$ cat src/rtl/rtc_alm_pkg.sv
package rtc_alm_pkg;

    // flag byte bit positions (decoded by the bus side)
    localparam int FLAG_W  = 8;
    localparam int SUM_BIT = 7;
    localparam int PF_BIT  = 6;
    localparam int AF_BIT  = 5;
    localparam int UF_BIT  = 4;

    // event flags
    typedef struct packed {
        logic pf;
        logic af;
        logic uf;
    } irq_flags_t;

    // interrupt enables taken from the control byte
    typedef struct packed {
        logic pie;
        logic aie;
        logic uie;
    } irq_en_t;

endpackage

$ cat src/rtl/rtc_alm_field_cmp.sv
module rtc_alm_field_cmp #(
    parameter int FIELD_W = 8
) (
    input  logic [FIELD_W-1:0] now_val,
    input  logic [FIELD_W-1:0] alarm_val,
    output logic               hit
);
    logic wild;

    always_comb begin
        // both top bits set: field is a wildcard
        wild = &alarm_val[FIELD_W-1:FIELD_W-2];
        hit  = wild | (alarm_val == now_val);
    end
endmodule

$ cat src/rtl/rtc_alm_match.sv
module rtc_alm_match #(
    parameter int FIELD_W    = 8,
    parameter int NUM_FIELDS = 3
) (
    input  logic                                clk,
    input  logic                                rst_n,
    input  logic [NUM_FIELDS-1:0][FIELD_W-1:0]  now_vals,
    input  logic [NUM_FIELDS-1:0][FIELD_W-1:0]  alarm_vals,
    output logic                                all_hit
);
    logic [NUM_FIELDS-1:0] field_hit;
    logic [NUM_FIELDS-1:0] field_wild;

    for (genvar g = 0; g < NUM_FIELDS; g++) begin : g_field
        rtc_alm_field_cmp #(.FIELD_W(FIELD_W)) cmp_i (
            .now_val   (now_vals[g]),
            .alarm_val (alarm_vals[g]),
            .hit       (field_hit[g])
        );
        assign field_wild[g] = &alarm_vals[g][FIELD_W-1:FIELD_W-2];
    end

    always_comb all_hit = &field_hit;

    // wildcard bytes in every field always give a match
    assert_wild_match_R2: assert property (@(posedge clk) disable iff (!rst_n)
        (&field_wild) |-> all_hit);

    // exact equality of every field gives a match
    assert_equal_match_R1: assert property (@(posedge clk) disable iff (!rst_n)
        (now_vals == alarm_vals) |-> all_hit);
endmodule

$ cat src/rtl/rtc_alm_flags.sv
module rtc_alm_flags
    import rtc_alm_pkg::*;
(
    input  logic       clk,
    input  logic       rst_n,
    input  logic       tick,
    input  logic       upd,
    input  logic       alarm_hit,
    input  logic       rd,
    input  irq_en_t    en,
    output irq_flags_t flags,
    output logic       summary
);
    typedef struct packed {
        irq_flags_t f;
    } state_t;

    state_t state_d, state_q;

    always_comb begin
        state_d = state_q;
        if (rd) state_d.f = '0;
        // events are applied after the clear so they win
        if (tick) state_d.f.pf = 1'b1;
        if (upd) begin
            state_d.f.uf = 1'b1;
            if (alarm_hit) state_d.f.af = 1'b1;
        end
    end

    always_ff @(posedge clk or negedge rst_n) begin
        if (!rst_n) state_q <= '0;
        else        state_q <= state_d;
    end

    always_comb begin
        flags   = state_q.f;
        summary = (state_q.f.pf & en.pie) |
                  (state_q.f.af & en.aie) |
                  (state_q.f.uf & en.uie);
    end

    // update with all fields matching raises the alarm flag
    assert_alarm_set_R1: assert property (@(posedge clk) disable iff (!rst_n)
        (upd && alarm_hit) |=> state_q.f.af);

    // alarm flag only rises after an update with a match
    assert_alarm_cause_R3: assert property (@(posedge clk) disable iff (!rst_n)
        $rose(state_q.f.af) |-> $past(upd && alarm_hit));

    // tick and update pulses set their flags
    assert_tick_flag_R4: assert property (@(posedge clk) disable iff (!rst_n)
        tick |=> state_q.f.pf);
    assert_upd_flag_R4: assert property (@(posedge clk) disable iff (!rst_n)
        upd |=> state_q.f.uf);

    // a lone read clears every flag
    assert_read_clear_R6: assert property (@(posedge clk) disable iff (!rst_n)
        (rd && !tick && !upd) |=> (state_q.f == '0));

    // read with a tick leaves only the periodic flag
    assert_event_wins_R7: assert property (@(posedge clk) disable iff (!rst_n)
        (rd && tick && !upd) |=> (state_q.f == 3'b100));

    // summary needs a recorded flag
    assert_summary_src_R5: assert property (@(posedge clk) disable iff (!rst_n)
        summary |-> (state_q.f != '0));
endmodule

$ cat src/rtl/rtc_alm_irq.sv
module rtc_alm_irq
    import rtc_alm_pkg::*;
#(
    parameter int FIELD_W = 8
) (
    input  logic               clk,
    input  logic               rst_n,
    input  logic [FIELD_W-1:0] sec_now,
    input  logic [FIELD_W-1:0] min_now,
    input  logic [FIELD_W-1:0] hr_now,
    input  logic [FIELD_W-1:0] sec_alarm,
    input  logic [FIELD_W-1:0] min_alarm,
    input  logic [FIELD_W-1:0] hr_alarm,
    input  logic [7:0]         ctrl_byte,
    input  logic               tick_pulse,
    input  logic               update_pulse,
    input  logic               flag_read,
    output logic [7:0]         flag_byte,
    output logic               irq_o
);
    localparam int NUM_FIELDS = 3;

    logic [NUM_FIELDS-1:0][FIELD_W-1:0] now_vals;
    logic [NUM_FIELDS-1:0][FIELD_W-1:0] alarm_vals;
    logic       all_hit;
    irq_en_t    en;
    irq_flags_t flags;
    logic       summary;

    always_comb begin
        now_vals   = {hr_now, min_now, sec_now};
        alarm_vals = {hr_alarm, min_alarm, sec_alarm};
        en.pie     = ctrl_byte[PF_BIT];
        en.aie     = ctrl_byte[AF_BIT];
        en.uie     = ctrl_byte[UF_BIT];
    end

    rtc_alm_match #(.FIELD_W(FIELD_W), .NUM_FIELDS(NUM_FIELDS)) match_i (
        .clk        (clk),
        .rst_n      (rst_n),
        .now_vals   (now_vals),
        .alarm_vals (alarm_vals),
        .all_hit    (all_hit)
    );

    rtc_alm_flags flags_i (
        .clk       (clk),
        .rst_n     (rst_n),
        .tick      (tick_pulse),
        .upd       (update_pulse),
        .alarm_hit (all_hit),
        .rd        (flag_read),
        .en        (en),
        .flags     (flags),
        .summary   (summary)
    );

    always_comb begin
        flag_byte          = '0;
        flag_byte[SUM_BIT] = summary;
        flag_byte[PF_BIT]  = flags.pf;
        flag_byte[AF_BIT]  = flags.af;
        flag_byte[UF_BIT]  = flags.uf;
        irq_o              = summary;
    end

    // flags hold without a read
    assert_sticky_R9: assert property (@(posedge clk) disable iff (!rst_n)
        (!flag_read && (flag_byte[6:4] != 3'b000)) |=>
        ((flag_byte[6:4] & $past(flag_byte[6:4])) == $past(flag_byte[6:4])));
endmodule

$ cat config.mk
export PLATFORM = sky130hd
export DESIGN_NAME = rtc_alm_irq
export DESIGN_NICKNAME = d
export VERILOG_FILES = /design/src/rtl/rtc_alm_pkg.sv /design/src/rtl/rtc_alm_field_cmp.sv /design/src/rtl/rtc_alm_match.sv /design/src/rtl/rtc_alm_flags.sv /design/src/rtl/rtc_alm_irq.sv
export SDC_FILE = /design/constraint.sdc
export NUM_CORES = 1
export LEC_CHECK = 0
export ABC_AREA = 1
export BUFFER_PORTS_ARGS = -buffer_cell sky130_fd_sc_hd__clkbuf_2
export CORE_MARGIN = 5
export CORE_UTILIZATION = 35
export CTS_BUF_LIST = sky130_fd_sc_hd__clkbuf_8
export DETAILED_ROUTE_END_ITERATION = 6
export PLACE_DENSITY = 0.95
export SKIP_LAST_GASP = 1
export SLEW_MARGIN = 30
export SYNTH_ARGS = -nofsm -noshare
export SYNTH_HDL_FRONTEND = slang
export SYNTH_SLANG_ARGS = --single-unit
$ cat constraint.sdc
create_clock -name clk -period 1.1 [get_ports clk]
set_input_delay 0.11 -clock clk [delete_from_list [all_inputs] [get_ports clk]]
set_output_delay 0.11 -clock clk [all_outputs]
set_load 0.005 [all_outputs]
**Word level (Yosys, flattened, before mapping)**

Cells that the tools add are included.

- Register bits after elaboration: 3
- Input port bits: 61
- Output and inout bits: 9
- Logic and storage cells: 24

- Equal/unequal tests: 3
- Multiplexer cells: 4
- Bitwise gates (word level): 8
- Reduce and logical (&&, ||, !) cells: 6

Operators with widths:

| operator | count |
|---|---|
| $eq A8 B8 Y1 | 3 |
| $reduce_and A2 Y1 | 3 |
| $or A1 B1 Y1 | 5 |
| $reduce_bool A2 Y1 | 2 |
| $and A1 B1 Y1 | 3 |
| $mux W3 | 1 |
| $reduce_and A3 Y1 | 1 |
| $mux W1 | 2 |
| $mux W2 | 1 |

**Logic depth before layout (Yosys ltp)**

Gate-level depths: netlist of the first run.

- Word-level depth: 5
- Gate-level depth with buffers: 9
- Mapped depth without buffers: 9

**By module**

Synthesis of the first run repeated with hierarchy kept, for this count alone.

- Cells, all modules: 122
- Area total of the unflattened synthesis: 616.8 sq um

By module, submodules not included:

| module | instances | cells each | area each (sq um) | seq. area each (sq um) |
|---|---|---|---|---|
| rtc_alm_field_cmp | 3 | 33 | 143.9 | 0.0 |
| rtc_alm_flags | 1 | 14 | 130.1 | 75.1 |
| rtc_alm_irq | 1 | 6 | 41.3 | 0.0 |
| rtc_alm_match | 1 | 3 | 13.8 | 0.0 |

**Worst setup path before layout of the first run**

No wires, ideal clock.

- Path type: flip-flop to output port
- Start: register flags_i.state_q (netlist bit flags_i.flags[2])
- End: output flag_byte[7]
- Arrival time: 0.687 ns
- Required time: 0.990 ns
- Setup slack: 0.303 ns
- Cell stages (with the launch flop): 4
- Buffers on the path: 1
- Path through: dfrtp_1 > nand2_1 > nand3_1 > buf_4

- Word-level cells in the longest chain between the ends: 3

Ends and longest elaborated chain:

| item | RTL line | text |
|---|---|---|
| start, declared | rtc_alm_flags.sv:18 | `state_t state_d, state_q;` |
| start signal, assigned | rtc_alm_flags.sv:33 | `else state_q <= state_d;` |
| $and A1 B1 Y1 | rtc_alm_flags.sv:38 | `summary = (state_q.f.pf & en.pie) \|` |
| $or A1 B1 Y1 | rtc_alm_flags.sv:38 |  |
| $or A1 B1 Y1 | rtc_alm_flags.sv:39 | `(state_q.f.af & en.aie) \|` |
| end, declared | rtc_alm_irq.sv:18 | `output logic [7:0] flag_byte,` |

Every way passes these cells.

**Final worst setup path of the first run**

- Start: register flags_i.state_q (netlist bit flags_i.flags[1])
- End: output flag_byte[7]

- Word-level cells in the longest chain between the ends: 3

Ends and longest elaborated chain:

| item | RTL line |
|---|---|
| $and A1 B1 Y1 | rtc_alm_flags.sv:39 |
| $or A1 B1 Y1 | rtc_alm_flags.sv:38 |
| $or A1 B1 Y1 | rtc_alm_flags.sv:39 |

Every way passes these cells.

==> summary.md, run 1 <==
| Metric | Value |
|---|---|
| Status | `complete, no violations` |
| Nets@finish | `220` |
| Arrival time at the worst endpoint | `870 ps` |
| Residual antenna-violating net count after detailed routing | `0` |
| Top sig layer | `met4` |
| Sequential power share | `about 17%` |
| Minimum clock period | `981 ps` |
| Proportion of power drawn by combinational gates | `38.1%` |
| Initial cell density of the core | `36.6%` |
| Share of final-layout standard cells stronger than drive strength 1 | `around 40%` |
| Summed negative setup slack over all endpoints | `0 ps` |
| Clk sinks | `3` |
| Worst-path fanout max | `3` |
| Worst stage delay on the critical path | `380 ps` |
| Number of max-cap violations | `0` |
| DRC violation count after routing | `0` |
| Leakage Power | `roughly 0.57 nW` |
| Clock tree from TritonCTS | `built` |
| Maximum level of the CTS H-tree | `1` |
| Min-Delay Endpoint | `flags_i.flags[2]$_DFFE_PN0P_` |
| Clock slew seen by the registers of the worst setup and hold paths | `30 ps` |
| Cell depth of the worst hold path | `2` |
| Worst Path Required | `roughly 990 ps` |
| Worst setup margin | `between 100 and 150 ps` |
| Antenna violations before repair | `0` |
| Fin. Hold Viols | `0` |
| Count of vias placed by the detailed router | `767` |
| Starting DRT DRC Count | `2` |
| Power density normalized to cell area | `781 mW/mm^2` |
| Buffers added on ports | `60` |
| Number of global-route vias before repair | `690` |
| Post-Place Worst Slack | `205 ps` |
| Endpoint class of the critical path | `output port` |
| Clock root cell | `sky130_fd_sc_hd__clkbuf_8` |
| Maximum number of pins on one net before global-route repair | `4` |
| Number of diodes | `0` |
| Netlist cell types | `12` |
| Number of cell rows | `14` |
| Synth Area in Compound Gates | `3.68%` |
| Post-Synthesis Cell Area | `544 um^2` |
| Combinational family with the most area after synthesis | `simple AND/OR/NAND/NOR gates` |
| Fraction of power consumed by the clock network | `between 40 and 50%` |
| Cell types with the largest area share after synthesis | `sky130_fd_sc_hd__nand2_1, sky130_fd_sc_hd__xnor2_1, sky130_fd_sc_hd__dfrtp_1` |
| Clock tree buffer depth | `2` |
| Vias/cell | `4.41` |
| Setup repair bufs after CTS | `0` |
| WL met3 | `152 um` |
| Routed length on met2 | `968 um` |
| Startpoint of the most critical register-to-register path | `flags_i.flags[2]$_DFFE_PN0P_` |
| List of cells traversed by the critical path | `nand2_1 -> nand3_1 -> clkbuf_2` |
| Slew Viols, Final | `0` |
| Start point of the worst hold path | `tick_pulse` |
| Hold WC Path Type | `in2reg` |
| Finished layout cell area | `893 um^2` |
| First-pass GRT wire length | `2.44 mm` |
| Post-Route WL | `1.58 mm` |
| Synthesized-area fraction occupied by adder cells | `0%` |
| Global placer's final weighted congestion | `0.727` |
| Number of flip-flops in the largest register | `3` |
| Switching power as a share of total power | `27.3%` |
| Worst setup skew after layout | `0 ps` |
| Post-DP HPWL | `1.51 mm` |
| Wire per inst | `~9 um` |
| M1 WL | `roughly 440 um` |
| Tot GR Track Use | `12.2%` |
| Largest delay share family, worst path | `flip-flops` |
| Setup repair after global routing missed its margin | `no` |
| Area overhead of the layout relative to synthesis | `64.1%` |
| Kind of start point of the critical path | `register` |
| CP Buf/Inv Count | `1` |
| Area of the placeable core | `0.00149 mm^2` |
| Placed cell area | `838 um^2` |
| FMAX | `1.02 GHz` |
| Fraction of synthesized cell area taken by the top area cell type | `30.3%` |
| Fraction of the mapped netlist area in simple logic gates | `37.0%` |
| TritonRoute pass-1 iters | `4` |
| Global route total overflow | `0` |
| Total number of yosys warnings | `0` |
| Part of the Yosys area used for sequential elements | `around 14%` |
| Worst r2r dst | `flags_i.flags[2]$_DFFE_PN0P_` |
| Cell taking the most area after synthesis | `sky130_fd_sc_hd__nand2_1` |
| Synthesis-stage register bit count | `3` |
| Die area | `0.00244 mm^2` |
| Share of synthesized area spent on multiplexers | `0%` |
| Synthesized-area fraction occupied by xor and xnor cells | `29.0%` |
| Slowest library cell on the worst path | `sky130_fd_sc_hd__dfrtp_1` |
| Fin crit share | `89.2%` |
| Number of ports placed on the die boundary | `70` |
| Horizontal die dimension | `49.4 um` |
| Reg-to-reg slack, setup | `420 ps` |
| Die height | `49.4 um` |
| Mapped Cells | `95` |
| Source-to-sink clock delay at the later pin of the worst-skew pair | `210 ps` |
| Worst-case hold slack | `~80 ps` |
| Switching power of the nets | `0.191 mW` |
| Worst setup path category | `reg2out` |
| Number of buffers created by CTS | `3` |
| Cell count of the worst reg-to-reg path | `1` |
| VDD IR-drop max | `roughly 0.37 mV` |
| Total setup violations reported at the end of the flow | `0` |
| Post-Syn Area per Cell | `between 5 and 6 um^2` |
| Internal power | `between 0.5 and 0.6 mW` |
==> cell type report <==
type | count | area [um^2]
repair buffers | 61 | 310
fillers | 154 | 596
flip-flops and latches | 3 | 75.1
well taps | 16 | 20.0
inverters | 13 | 48.8
multi-input cells | 77 | 394
clock inverters | 1 | 3.75
clock buffers | 3 | 41.3
==> logic make-up (layout without fill, tap and decap cells) <==
logic type / Yosys count / after routing
AND/OR/NAND/NOR: 52 / 52
flip-flops: 3 / 3
AO/OA/AOI/OAI: 3 / 3
buffers and inverters: 18 / 78
other: 1 / 4
XOR/XNOR: 18 / 18
==> per-stage QoR <==
stage | power [mW] | cells | utilization (%)
2_1_floorplan | 0.261 | 98 | -
3_3_place_gp | 0.374 | 169 | 56.3
3_5_place_dp | 0.389 | 169 | 56.3
4_1_cts | 0.705 | 174 | 60.0
5_1_grt | 0.740 | 174 | 60.0
6_report | 0.698 | 174 | 60.0
==> cell usage after synthesis <==
library cell              instances
sky130_fd_sc_hd__a21o_1           2
sky130_fd_sc_hd__buf_4            5
sky130_fd_sc_hd__conb_1           1
sky130_fd_sc_hd__dfrtp_1          3
sky130_fd_sc_hd__inv_1           13
sky130_fd_sc_hd__nand2_1         44
sky130_fd_sc_hd__nand2_2          1
sky130_fd_sc_hd__nand3_1          1
sky130_fd_sc_hd__nor2_1           5
sky130_fd_sc_hd__nor2_2           1
sky130_fd_sc_hd__o21ai_1          1
sky130_fd_sc_hd__xnor2_1         18
==> per-layer routing <==
layer  vias to the layer above  GRT usage (%)
met1                       336           10.6
met5                         -              0
met4                         0           2.62
met2                        31           26.6
li1                        396              -
met3                         4           2.45
==> worst max path at each step <==
stage                                       startpoint                         end  slack, ps  cells past startpoint
after detailed placement                    min_now[3]  flags_i.flags[1]$_DFF_PN0_        200                      8
after global routing      flags_i.flags[2]$_DFFE_PN0P_                flag_byte[7]         30                      3
after floorplan           flags_i.flags[2]$_DFFE_PN0P_                flag_byte[7]        300                      3
after CTS                   flags_i.flags[1]$_DFF_PN0_                flag_byte[7]        100                      3
after global placement                      min_now[1]  flags_i.flags[1]$_DFF_PN0_        250                      8
final                       flags_i.flags[1]$_DFF_PN0_                flag_byte[7]        120                      3
==> power by group through the flow <==
stage          clock network (mW)  registers, mW  logic [mW]
6_report                    0.311          0.121       0.266
2_1_floorplan                   0          0.122       0.139
3_3_place_gp                    0          0.122       0.253
3_5_place_dp                    0          0.122       0.267
5_1_grt                     0.320          0.122       0.298
4_1_cts                     0.314          0.121       0.270
==> layout by cell type, fill, tap and decap left out <==
cell type / instances
sky130_fd_sc_hd__clkbuf_2: 60
sky130_fd_sc_hd__nand2_1: 44
sky130_fd_sc_hd__xnor2_1: 18
sky130_fd_sc_hd__inv_1: 14
sky130_fd_sc_hd__nor2_1: 5
sky130_fd_sc_hd__conb_1: 4
sky130_fd_sc_hd__clkbuf_8: 3
sky130_fd_sc_hd__dfrtp_1: 3
sky130_fd_sc_hd__a21o_1: 2
sky130_fd_sc_hd__nor2_2: 1
sky130_fd_sc_hd__nand2_2: 1
sky130_fd_sc_hd__o21ai_1: 1
sky130_fd_sc_hd__nand3_1: 1
sky130_fd_sc_hd__dlygate4sd3_1: 1
==> what timing repair did <==
action                                 CTS  global route
endpoints found under the hold margin    3             0
resized for setup                        0             0
hold buffers                             1             0
(Power assumes the default switching activity.)
==> run 2: changes to the inputs <==
- BUFFER_PORTS_ARGS: -buffer_cell sky130_fd_sc_hd__clkbuf_2 -> -buffer_cell sky130_fd_sc_hd__buf_2
==> run 2 against run 1 <==
Effect of this change:
- sequential power about the same
- sequential share of layout area unchanged
- core utilization unchanged
- routed wire length increased by 4.8%
- worst setup slack got worse by 5.5 ps
- combinational power about the same
- clock power increased by 2%
- cell area unchanged
- first-iteration DRC count unchanged
- final cell count unchanged
- register-to-register slack about the same
==> summary.md, run 2 (synthesis gave the netlist of run 1 again) <==
| Metric | Value |
|---|---|
| Status | `complete, no violations` |
| Worst Path Required | `990 ps (about the same)` |
| Post-Place Worst Slack | `182 ps (-22.9 ps)` |
| CP Buf/Inv Count | `1 (unchanged)` |
| TritonRoute pass-1 iters | `4 (unchanged)` |
| Total setup violations reported at the end of the flow | `0 (unchanged)` |
| Number of ports placed on the die boundary | `70 (unchanged)` |
| Die height | `49.4 um (unchanged)` |
| Clock root cell | `sky130_fd_sc_hd__clkbuf_8` |
| Wire per inst | `9.49 um (+4.8%)` |
| Most frequent standard cell in the layout excluding fill and tap cells | `sky130_fd_sc_hd__buf_2` |
| Count of cells resized by post-cts repair | `0 (unchanged)` |
| Leakage Power | `0.556 nW (-2.3%)` |
| Number of max-cap violations | `0 (unchanged)` |
| Worst stage delay on the critical path | `380 ps (about the same)` |
| Tot GR Track Use | `13.6% (+1.4 points)` |
| Number of diodes | `0 (unchanged)` |
| Global route total overflow | `0 (unchanged)` |
| Reg-to-reg slack, setup | `430 ps (about the same)` |
| Kind of start point of the critical path | `register` |
| Worst-path fanout max | `3 (unchanged)` |
| FMAX | `1.01 GHz (-0.55%)` |
| Area of the placeable core | `0.00149 mm^2 (unchanged)` |
| Clock tree buffer depth | `2 (unchanged)` |
| Die area | `0.00244 mm^2 (unchanged)` |
| Initial cell density of the core | `36.6% (unchanged)` |
| Count of vias placed by the detailed router | `764 (-0.39%)` |
| List of cells traversed by the critical path | `nand2_1 -> nand3_1 -> buf_2` |
| Hold WC Path Type | `in2reg` |
| Buffers added on ports | `60 (unchanged)` |
| Residual antenna-violating net count after detailed routing | `0 (unchanged)` |
| Min-Delay Endpoint | `flags_i.flags[2]$_DFFE_PN0P_` |
| Slowest library cell on the worst path | `sky130_fd_sc_hd__dfrtp_1` |
| Largest delay share family, worst path | `flip-flops` |
| Starting DRT DRC Count | `2 (unchanged)` |
| Number of cell rows | `14 (unchanged)` |
| Slew Viols, Final | `0 (unchanged)` |
| Horizontal die dimension | `49.4 um (unchanged)` |
| Worst setup path category | `reg2out` |
| Number of global-route vias before repair | `725 (+5.1%)` |
| Source-to-sink clock delay at the later pin of the worst-skew pair | `220 ps (about the same)` |
| Worst r2r dst | `flags_i.flags[2]$_DFFE_PN0P_` |
| Worst setup skew after layout | `0 ps (unchanged)` |
| Post-Route WL | `1.65 mm (+4.8%)` |
| Cell count of the worst reg-to-reg path | `1 (unchanged)` |
| Fin. Hold Viols | `0 (unchanged)` |
| Count of filler cells inserted in the layout | `145 (-5.8%)` |
| Setup repair after global routing missed its margin | `no` |
| Maximum number of pins on one net before global-route repair | `4 (unchanged)` |
| Number of flip-flops in the largest register | `3 (unchanged)` |
| Minimum clock period | `987 ps (+5.46 ps)` |
| VDD IR-drop max | `0.352 mV (-3.6%)` |
| Clock slew seen by the registers of the worst setup and hold paths | `30 ps (about the same)` |
| First-pass GRT wire length | `2.59 mm (+6.2%)` |
| Post-DP HPWL | `1.50 mm (-1.1%)` |
| Endpoint class of the critical path | `output port` |
| Clk sinks | `3 (unchanged)` |
| Number of buffers created by CTS | `3 (unchanged)` |
| Worst setup margin | `113 ps (-5.46 ps)` |
| Startpoint of the most critical register-to-register path | `flags_i.flags[2]$_DFFE_PN0P_` |
| Leading cell types in the layout, fill and taps excluded | `sky130_fd_sc_hd__buf_2, sky130_fd_sc_hd__nand2_1, sky130_fd_sc_hd__xnor2_1` |
| Start point of the worst hold path | `tick_pulse` |
| Share of final-layout standard cells stronger than drive strength 1 | `41.1% (unchanged)` |
| Antenna violations before repair | `0 (unchanged)` |
| Power density normalized to cell area | `787 mW/mm^2 (+0.75%)` |
| Fin crit share | `89.7% (+0.50 points)` |
| Summed negative setup slack over all endpoints | `0 ps (unchanged)` |
| Global placer's final weighted congestion | `0.732 (+0.69%)` |
| Clock tree from TritonCTS | `built` |
| Arrival time at the worst endpoint | `880 ps (about the same)` |
| Vias/cell | `4.39 (-0.39%)` |
| Cell depth of the worst hold path | `2 (unchanged)` |
| Area overhead of the layout relative to synthesis | `64.1% (unchanged)` |
| Maximum level of the CTS H-tree | `1 (unchanged)` |
| DRC violation count after routing | `0 (unchanged)` |
| Nets@finish | `220 (unchanged)` |
[run 2: cell count changes in the layout (fill, tap and decap cells not counted), sizes merged]
cell,delta
buf,+60
clkbuf,-60
[run 2: metrics by stage]
step                      area (um^2)  total power [mW]  cells  hold WS [ps]  utilization [%]
after floorplan                   556             0.261     98          -186                -
after global placement            838             0.374    169         -95.1             56.3
after detailed placement          838             0.388    169         -89.9             56.3
after CTS                         893             0.712    174          78.4             60.0
after global routing              893             0.767    174          84.8             60.0
final                             893             0.703    174          77.9             60.0
[run 2: report_power, final]
part / leakage, nW / switching [mW] / internal (mW)
clock: 0.0269 / 0.0778 / 0.238
combinational: 0.493 / 0.114 / 0.153
sequential: 0.0354 / 0.00370 / 0.117
total: 0.556 / 0.196 / 0.507
[run 2: area by class of cell]
type	instances	area, um^2	area share [%]
Inverter	13	48.8	5.46
Tap cell	16	20.0	2.24
Clock inverter	1	3.75	0.420
Timing Repair Buffer	61	310	34.7
Multi-Input combinational cell	77	394	44.1
Clock buffer	3	41.3	4.62
Sequential cell	3	75.1	8.40
[run 2: worst max path at each step]
stage | from | to | slack [ps] | cells after the start
floorplan | flags_i.flags[2]$_DFFE_PN0P_ | flag_byte[7] | 300 | 3
global placement | min_now[1] | flags_i.flags[1]$_DFF_PN0_ | 240 | 8
detailed placement | min_now[4] | flags_i.flags[1]$_DFF_PN0_ | 180 | 8
CTS | flags_i.flags[1]$_DFF_PN0_ | flag_byte[7] | 100 | 3
global route | flags_i.flags[2]$_DFFE_PN0P_ | flag_byte[7] | 10 | 3
finish | flags_i.flags[2]$_DFFE_PN0P_ | flag_byte[7] | 110 | 3
[run 2: timing repair]
item                                   in CTS  in global routing
buffers inserted                            0                  0
endpoints found under the hold margin       3                  0
hold buffers                                1                  0
[run 2: layer usage]
layer,track usage (%),share of wire [%],vias to the layer above
met2,26.6,61,33
li1,-,-,392
met5,0,0,-
met4,8.30,1.7,0
met3,5.50,10,6
met1,10.6,27,333
==> run 3: changes to the inputs <==
- MAX_ROUTING_LAYER: not set -> met4
==> run 3 against run 2 <==
Effect of this change:
- cell area did not move
- largest power group unchanged
- clock skew unchanged
- first-iteration DRC count stayed put
- sequential cell count unchanged
- critical endpoint unchanged
- highest routed layer unchanged
==> summary.md, run 3 (synthesis gave the netlist of run 1 again) <==
| Metric | Value |
|---|---|
| Status | `complete, no violations` |
| Proportion of power drawn by combinational gates | `38.0% (about the same)` |
| Startpoint of the most critical register-to-register path | `flags_i.flags[2]$_DFFE_PN0P_` |
| Power density normalized to cell area | `787 mW/mm^2 (about the same)` |
| Number of buffers created by CTS | `3 (unchanged)` |
| Post-DP HPWL | `1.50 mm (unchanged)` |
| Most frequent standard cell in the layout excluding fill and tap cells | `sky130_fd_sc_hd__buf_2` |
| Number of flip-flops in the largest register | `3 (unchanged)` |
| Setup repair after global routing missed its margin | `no` |
| FMAX | `1.01 GHz (about the same)` |
| Area of the placeable core | `0.00149 mm^2 (unchanged)` |
| Total power after layout | `0.703 mW (about the same)` |
| Clock slew seen by the registers of the worst setup and hold paths | `30 ps (about the same)` |
| Fin crit share | `89.7% (about the same)` |
| Arrival time at the worst endpoint | `880 ps (about the same)` |
| Die area | `0.00244 mm^2 (unchanged)` |
| Post-Route WL | `1.65 mm (unchanged)` |
| Worst setup skew after layout | `0 ps (unchanged)` |
| Vias/cell | `4.39 (unchanged)` |
| Number of ports placed on the die boundary | `70 (unchanged)` |
| Antenna violations before repair | `0 (unchanged)` |
| Starting DRT DRC Count | `2 (unchanged)` |
| Source-to-sink clock delay at the later pin of the worst-skew pair | `220 ps (about the same)` |
| Number of global-route vias before repair | `730 (+0.69%)` |
| Setup repair bufs after CTS | `0 (unchanged)` |
| Placed cell area | `838 um^2 (unchanged)` |
| Worst setup path category | `reg2out` |
| Endpoint class of the critical path | `output port` |
| Number of cell rows | `14 (unchanged)` |
| Clk sinks | `3 (unchanged)` |
| Area overhead of the layout relative to synthesis | `64.1% (unchanged)` |
| Slew Viols, Final | `0 (unchanged)` |
| Maximum level of the CTS H-tree | `1 (unchanged)` |
| Kind of start point of the critical path | `register` |
| DRC violation count after routing | `0 (unchanged)` |
| Worst-path fanout max | `3 (unchanged)` |
| Horizontal die dimension | `49.4 um (unchanged)` |
| Total setup violations reported at the end of the flow | `0 (unchanged)` |
| Count of cells resized by post-cts repair | `0 (unchanged)` |
| Sequential power share | `17.1% (about the same)` |
| Internal power | `0.507 mW (about the same)` |
| Tot GR Track Use | `13.8% (+0.17 points)` |
| TritonRoute pass-1 iters | `4 (unchanged)` |
| Leakage Power | `0.556 nW (unchanged)` |
| Start point of the worst hold path | `tick_pulse` |
| Clock root cell | `sky130_fd_sc_hd__clkbuf_8` |
| Die height | `49.4 um (unchanged)` |
| Wire per inst | `9.49 um (unchanged)` |
| Initial cell density of the core | `36.6% (unchanged)` |
| VDD IR-drop max | `0.352 mV (about the same)` |
| Buffers added on ports | `60 (unchanged)` |
| First-pass GRT wire length | `2.58 mm (-0.54%)` |
| Number of max-cap violations | `0 (unchanged)` |
| Switching power of the nets | `0.196 mW (about the same)` |
| Switching power as a share of total power | `27.9% (about the same)` |
| Global route total overflow | `0 (unchanged)` |
| Crit. Startpoint | `flags_i.flags[2]$_DFFE_PN0P_` |
| Minimum clock period | `987 ps (-0.0200 ps)` |
| Summed negative setup slack over all endpoints | `0 ps (unchanged)` |
| Number of diodes | `0 (unchanged)` |
| Count of vias placed by the detailed router | `764 (unchanged)` |
| Share of final-layout standard cells stronger than drive strength 1 | `41.1% (unchanged)` |
| Worst Path Required | `990 ps (about the same)` |
| Residual antenna-violating net count after detailed routing | `0 (unchanged)` |
| Hold WC Path Type | `in2reg` |
| Leading cell types in the layout, fill and taps excluded | `sky130_fd_sc_hd__buf_2, sky130_fd_sc_hd__nand2_1, sky130_fd_sc_hd__xnor2_1` |
| Global placer's final weighted congestion | `0.741 (+1.2%)` |
| Finished layout cell area | `893 um^2 (unchanged)` |
| Fraction of power consumed by the clock network | `44.9% (about the same)` |
| Maximum number of pins on one net before global-route repair | `4 (unchanged)` |
| Clock tree from TritonCTS | `built` |
| Clock tree buffer depth | `2 (unchanged)` |
| Fin. Hold Viols | `0 (unchanged)` |
| Nets@finish | `220 (unchanged)` |
-- run 3: area by class of cell --
cell class                 count  area, um^2
tap                           16        20.0
clock inverter                 1        3.75
fill                         145         596
timing repair buffer          61         310
inverter                      13        48.8
multi-input combinational     77         394
sequential                     3        75.1
clock buffer                   3        41.3
-- run 3: metrics by stage --
| step | util, % | setup WS (ps) | instances | hold WS (ps) |
|---|---|---|---|---|
| final | 60.0 | 113 | 174 | 77.9 |
| after global routing | 60.0 | 17.5 | 174 | 87.9 |
| after CTS | 60.0 | 97.9 | 174 | 78.4 |
| after detailed placement | 56.3 | 182 | 169 | -89.9 |
| after global placement | 56.3 | 240 | 169 | -95.1 |
| after floorplan | - | 303 | 98 | -186 |
-- run 3: per-layer routing --
| layer | GRT usage, % | share of wire, % | wire [um] | vias to the layer above |
|---|---|---|---|---|
| li1 | - | - | - | 392 |
| met1 | 10.6 | 27 | 448 | 333 |
| met2 | 26.6 | 61 | 999 | 33 |
| met3 | 4.59 | 10 | 171 | 6 |
| met4 | 8.30 | 1.9 | 31 | 0 |
| met5 | - | 0 | 0 | - |
-- run 3: power groups by stage --
| stage | Sequential (mW) | Clock, mW | Combinational, mW |
|---|---|---|---|
| 4_1_cts | 0.120 | 0.321 | 0.271 |
| 5_1_grt | 0.121 | 0.341 | 0.300 |
| 3_3_place_gp | 0.121 | 0 | 0.252 |
| 2_1_floorplan | 0.122 | 0 | 0.139 |
| 6_report | 0.120 | 0.316 | 0.267 |
| 3_5_place_dp | 0.122 | 0 | 0.266 |
-- run 3: critical path, stage by stage (launching register included) --
cell                      delay [ps]
sky130_fd_sc_hd__dfrtp_1         380
sky130_fd_sc_hd__nand2_1          60
sky130_fd_sc_hd__nand3_1          90
sky130_fd_sc_hd__buf_2           140
-- run 3: timing repair --
action / 4_1_cts / 5_1_grt
hold buffers: 1 / 0
endpoints found under the hold margin: 3 / 0
setup endpoints to repair: 0 / 0
-- run 3: path summary, 6_finish.rpt --
path,endpoint,slack [ps],cells past startpoint
setup reg to reg,flags_i.flags[2]$_DFFE_PN0P_,430,1
setup / recovery,flag_byte[7],110,3
hold reg to reg,flags_i.flags[0]$_DFFE_PN0P_,500,1
max in group asynchronous,flags_i.flags[2]$_DFFE_PN0P_,760,2
min in group asynchronous,flags_i.flags[0]$_DFFE_PN0P_,230,2
hold / removal,flags_i.flags[2]$_DFFE_PN0P_,80,2
